## src/rtl/bcd_calendar.sv

```systemverilog
module bcd_calendar #(
  parameter int          ADDR_W   = 4,
  parameter logic [7:0]  CEN_LAST = 8'h39,
  parameter logic [7:0]  CEN_INIT = 8'h20
) (
  input  logic              clk,
  input  logic              rst_n,
  input  logic              tick,
  input  logic              wr_en,
  input  logic [ADDR_W-1:0] addr,
  input  logic [7:0]        wr_data,
  output logic [7:0]        rd_data
);

  localparam int NREG = 8;
  localparam logic [ADDR_W-1:0] CTRL_A = ADDR_W'(NREG);
  localparam logic [ADDR_W-1:0] MON_A  = ADDR_W'(5);
  localparam logic [7:0] FIELD_MASK [NREG] =
    '{8'h7F, 8'h7F, 8'h3F, 8'h07, 8'h3F, 8'h1F, 8'hFF, 8'h3F};
  localparam logic [7:0] RST_VAL [NREG] =
    '{8'h00, 8'h00, 8'h00, 8'h01, 8'h01, 8'h01, 8'h00, CEN_INIT};

  logic [7:0] cur [NREG];
  logic [7:0] shd [NREG];
  logic [7:0] nxt [NREG];
  logic       xfer, stop, dirty;

  function automatic logic [7:0] bcd_step(input logic [7:0] v);
    return (v[3:0] >= 4'd9) ? {v[7:4] + 4'd1, 4'd0} : v + 8'd1;
  endfunction

  logic time_hit, wr_time, wr_ctrl, freeze_now, load_now, step, publish;
  assign time_hit   = addr < CTRL_A;
  assign wr_time    = wr_en && time_hit;
  assign wr_ctrl    = wr_en && (addr == CTRL_A);
  assign freeze_now = wr_ctrl && !wr_data[0];
  assign load_now   = wr_ctrl && wr_data[0] && !xfer && dirty;
  assign step       = tick && !stop && !load_now;
  assign publish    = step && xfer && !freeze_now;

  logic       leap;
  logic [7:0] mlen;
  assign leap = cur[6][4] ? (cur[6][3:0] == 4'd2 || cur[6][3:0] == 4'd6)
                          : (cur[6][3:0] == 4'd0 || cur[6][3:0] == 4'd4 || cur[6][3:0] == 4'd8);
  assign mlen = (cur[5] == 8'h02) ? (leap ? 8'h29 : 8'h28) :
                (cur[5] == 8'h04 || cur[5] == 8'h06 || cur[5] == 8'h09 || cur[5] == 8'h11) ? 8'h30 : 8'h31;

  logic wrap_s, wrap_m, wrap_h, wrap_d, wrap_mo, wrap_y;
  assign wrap_s  = cur[0] >= 8'h59;
  assign wrap_m  = wrap_s  && cur[1] >= 8'h59;
  assign wrap_h  = wrap_m  && cur[2] >= 8'h23;
  assign wrap_d  = wrap_h  && cur[4] >= mlen;
  assign wrap_mo = wrap_d  && cur[5] >= 8'h12;
  assign wrap_y  = wrap_mo && cur[6] >= 8'h99;

  assign nxt[0] = wrap_s ? 8'h00 : bcd_step(cur[0]);
  assign nxt[1] = wrap_s ? (wrap_m ? 8'h00 : bcd_step(cur[1])) : cur[1];
  assign nxt[2] = wrap_m ? (wrap_h ? 8'h00 : bcd_step(cur[2])) : cur[2];
  assign nxt[3] = wrap_h ? ((cur[3] >= 8'h07) ? 8'h01 : cur[3] + 8'd1) : cur[3];
  assign nxt[4] = wrap_h ? (wrap_d ? 8'h01 : bcd_step(cur[4])) : cur[4];
  assign nxt[5] = wrap_d ? (wrap_mo ? 8'h01 : bcd_step(cur[5])) : cur[5];
  assign nxt[6] = wrap_mo ? (wrap_y ? 8'h00 : bcd_step(cur[6])) : cur[6];
  assign nxt[7] = wrap_y ? ((cur[7] >= CEN_LAST) ? 8'h00 : bcd_step(cur[7])) : cur[7];

  always_comb begin
    rd_data = 8'h00;
    if (time_hit) rd_data = shd[addr[2:0]];
    if (addr == MON_A) rd_data[7] = stop;
    if (addr == CTRL_A) rd_data = {7'b0, xfer};
  end

  always_ff @(posedge clk or negedge rst_n) begin
    if (!rst_n) begin
      for (int i = 0; i < NREG; i++) begin
        cur[i] <= RST_VAL[i];
        shd[i] <= RST_VAL[i];
      end
      xfer  <= 1'b1;
      stop  <= 1'b0;
      dirty <= 1'b0;
    end else begin
      if (wr_en && addr == MON_A) stop <= wr_data[7];
      if (wr_time && !xfer) begin
        shd[addr[2:0]] <= wr_data & FIELD_MASK[addr[2:0]];
        dirty <= 1'b1;
      end
      if (wr_ctrl) xfer <= wr_data[0];
      if (load_now) begin
        for (int i = 0; i < NREG; i++) cur[i] <= shd[i];
        dirty <= 1'b0;
      end else if (step) begin
        for (int i = 0; i < NREG; i++) cur[i] <= nxt[i];
      end
      if (publish)
        for (int i = 0; i < NREG; i++) shd[i] <= nxt[i];
    end
  end

  logic [8*NREG-1:0] cur_flat, shd_flat;
  for (genvar g = 0; g < NREG; g++) begin : g_flat
    assign cur_flat[g*8 +: 8] = cur[g];
    assign shd_flat[g*8 +: 8] = shd[g];
  end


  sec_msb_zero_chk: assert property (@(posedge clk) disable iff (!rst_n)
    (addr == '0) |-> (rd_data[7] == 1'b0));


  sec_wrap_chk: assert property (@(posedge clk) disable iff (!rst_n)
    (tick && !stop && !wr_ctrl && cur[0] == 8'h59) |=> (cur[0] == 8'h00));


  live_follow_chk: assert property (@(posedge clk) disable iff (!rst_n)
    (tick && !stop && xfer && !wr_ctrl) |=> (shd_flat == cur_flat));


  frozen_hold_chk: assert property (@(posedge clk) disable iff (!rst_n)
    (!xfer && !wr_time) |=> $stable(shd_flat));


  stopped_hold_chk: assert property (@(posedge clk) disable iff (!rst_n)
    (stop && !wr_ctrl) |=> $stable(cur_flat));

endmodule

```

## config.mk

```make
export PLATFORM = sky130hd
export DESIGN_NAME = bcd_calendar
export DESIGN_NICKNAME = d
export VERILOG_FILES = /design/src/rtl/bcd_calendar.sv
export SDC_FILE = /design/constraint.sdc
export NUM_CORES = 1
export LEC_CHECK = 0
export ABC_AREA = 1
export BUFFER_PORTS_ARGS = -buffer_cell sky130_fd_sc_hd__buf_2
export CORE_ASPECT_RATIO = 1.2
export CORE_MARGIN = 4
export CORE_UTILIZATION = 40
export DETAILED_ROUTE_END_ITERATION = 10
export HOLD_SLACK_MARGIN = 0.1
export PLACE_DENSITY = 0.65
export SLEW_MARGIN = 0
export SYNTH_ARGS = -nofsm -noshare
export SYNTH_HDL_FRONTEND = slang
export SYNTH_SLANG_ARGS = --single-unit
```

## constraint.sdc

```tcl
create_clock -name clk -period 3.25 [get_ports clk]
set_input_delay 0.325 -clock clk [delete_from_list [all_inputs] [get_ports clk]]
set_output_delay 0.325 -clock clk [all_outputs]
set_load 0.02 [all_outputs]
```

==> reports/qor.yml <==
outcome:
  status: "finished clean"
synthesis:
  synth-async-reset-ratio: 1.00
  synth_area_leaders: "dfrtp_1 34%, nand2_1 15%, inv_1 8.6%"
  yosys.area.top_type: "dfrtp_1"
  yosysTopAreaCellShare: 0.342
  syn-num-nets: 1316
  syn-instance-count: 1259
  avgSynthCellArea_um2: 7.09
  yosys_register_bits: 131
  yosysMostFrequentCell: "nand2_1"
  synth_ff_type: "dfrtp_1"
  synth-warning-count: 0
  syn_area_um2: 8930
  ys_seq_area_frac: 0.368
  synth_edf_count: 0
  synth_common_cells: "345 x nand2_1, 204 x inv_1, 132 x nand3_1"
  synth.distinct_cells: 47
global_routing:
  grt_max_degree: 70
  antenna_found_initial: 0
  grt_pass1_wl_um: 43300
  grtUsageTotal: 0.225
  grt-ovfl-total: 0
  grt_pass1_vias: 8115
setup_path:
  rrSetupSlack_ns: 0.35
  r2r-start: "cur[16]"
  worstSetupPathType: "reg -> reg"
  timing.rr.end: "cur[22]"
  cp.required_ns: 3.61
  cp-start-kind: "flip-flop"
  r2r_cells: 18
  cp_max_fo: 8
  worstPathArrival_ns: 3.27
  endpoint_kind: "flip-flop"
drt:
  vias: 8568
  firstDrtPassIters: 7
  drt_iter0_drc: 1025
  drcViolationCount: 0
  ant_nets: 0
  avgViaCountPerCell: 5.46
  wl_per_cell_um: 17.5
  routed_wl_um: 27400
placed_design:
  portBuffers: 23
  place.gp.congestion: 0.954
  dpl_worst_slack_ns: 0.287
  dp_hpwl_um: 20000
power_and_ir_drop:
  peakVddDrop_v: 0.000297
  power_density_nw_per_um2: 799
  power.leakage_nw: 5.01
worst_hold_path:
  min_to: "shd[50]"
  hp-class: "in -> reg"
  hold_path_depth: 3
  hp-start: "wr_data[2]"
sta:
  fin_skew_ns: 0.00961
  fin_crit_sh: 0.893
  worst_slew_pin_slew_ns: 0.690
  rsz0062_at_grt: "no"
  hold_viol: 0
  slew_viol_final: 0
  setup_viol: 0
  fmax_ghz: 0.344
  fin_crit_ns: 2.90
  setup_tns_ns: 0
  fin_ws_ns: 0.346
  slew_headroom: 0.540
flow_run:
  cap_viol_max_count: 0
clocking:
  clk_latency_ns: 0.43
  clk_pin_slew_worst_paths_ns: 0.06
  cts_tree: "done"
  numCtsBuffers: 17
  root_buffer: "clkbuf_16"
  clock_sinks: 131
  clockBufferDepth: 2
  cts.htree.levels: 4
floorplan:
  rows: 59
  die-area_um2: 24800
  ios: 24
  start_util: 0.409
  coreArea_um2: 21900
  die_y_um: 172
  die_x_um: 144
final_layout:
  area_delta_synth_final_pct: 11.2
  nNetsFinal: 1338
  n_antenna_cell: 0
  drive_gt1_frac: 0.0935
==> state kept, by name, indices dropped and copies added (netlist names) <==
signal and count:
cur 64, shd 64, dirty 1, stop 1, xfer 1
==> cell type report <==
class | instances | area [um2]
fill | 2204 | 11900
timing repair buffer | 50 | 364
clock buffer | 19 | 443
inverter | 210 | 788
multi-input combinational | 871 | 4590
clock inverter | 13 | 114
tap | 274 | 343
sequential | 131 | 3290
==> cell usage in the layout, fill, tap and decap left out, drive strengths merged, types with 15 or more instances in the layout <==
cell type,instances
a21oi,34
buf,49
clkbuf,19
dfrtp,122
ha,41
inv,210
nand2,355
nand3,134
nand4,26
nor2,67
o211ai,15
o21ai,89
o221ai,18
o22ai,36
==> kinds of logic after synthesis <==
kind of cell               count (synthesis)  share of synthesized area
xor gates and xnor gates                  12                     0.0118
and+or+nand+nor                          599                      0.294
adders and majority gates                 41                     0.0575
DFF                                      131                      0.368
AOI/OAI and AO/OA                        218                      0.148
buffers and inverters                    258                      0.121
==> how the worst max path moves through the flow <==
stage,from,end,slack [ns]
after floorplan,cur[16],shd[22],0.69
after global placement,cur[16],cur[22],0.40
after detailed placement,cur[16],shd[16],0.29
after CTS,cur[16],shd[16],0.26
after global routing,cur[16],cur[8],0.01
final,cur[16],cur[22],0.35
==> critical path, stage by stage, from the launching register on <==
cell and delay, ns:
dfstp_2 0.58, inv_1 0.10, ha_1 0.21, o21ai_0 0.15, o21ai_0 0.11, nand4_1 0.08
o21ai_0 0.07, o21ai_0 0.18, ha_1 0.26, nand2_1 0.06, nor2_1 0.04, nand2_1 0.07
nand2_1 0.08, nor2_4 0.21, nor2_4 0.09, buf_4 0.18, o21ai_0 0.21, nand2_1 0.08
nand2_1 0.06
==> layer usage <==
layer	share of wire	wire, um	up-vias	GRT usage
li1	-	-	4161	-
met1	0.41	11200	4001	0.280
met2	0.48	13200	339	0.375
met3	0.063	1710	67	0.0348
met4	0.044	1220	0	0.115
met5	0	0	-	0
==> power breakdown <==
group	internal [W]	total (W)	switching, W
Combinational	0.00112	0.00327	0.00216
Sequential	0.00227	0.00283	0.000556
Clock	0.00107	0.00183	0.000766
Total	0.00446	0.00794	0.00348
==> metrics by stage <==
| stage | hold slack [ns] | instances | power (W) | util | instance area (um2) |
|---|---|---|---|---|---|
| 2_1_floorplan | 0.0294 | 1259 | 0.00505 | - | 8930 |
| 3_3_place_gp | 0.388 | 1532 | 0.00599 | 0.427 | 9330 |
| 3_5_place_dp | 0.398 | 1532 | 0.00606 | 0.427 | 9330 |
| 4_1_cts | 0.201 | 1565 | 0.00791 | 0.453 | 9900 |
| 5_1_grt | 0.217 | 1568 | 0.00857 | 0.454 | 9930 |
| 6_report | 0.211 | 1568 | 0.00794 | 0.454 | 9930 |
==> what timing repair did <==
action	in CTS	in global routing
hold buffers	1	0
endpoints found under the hold margin	67	0
gates resized for setup	0	3
setup endpoints to repair	0	19
setup buffers	0	2
No activity file was read; power rests on OpenSTA's default activity.
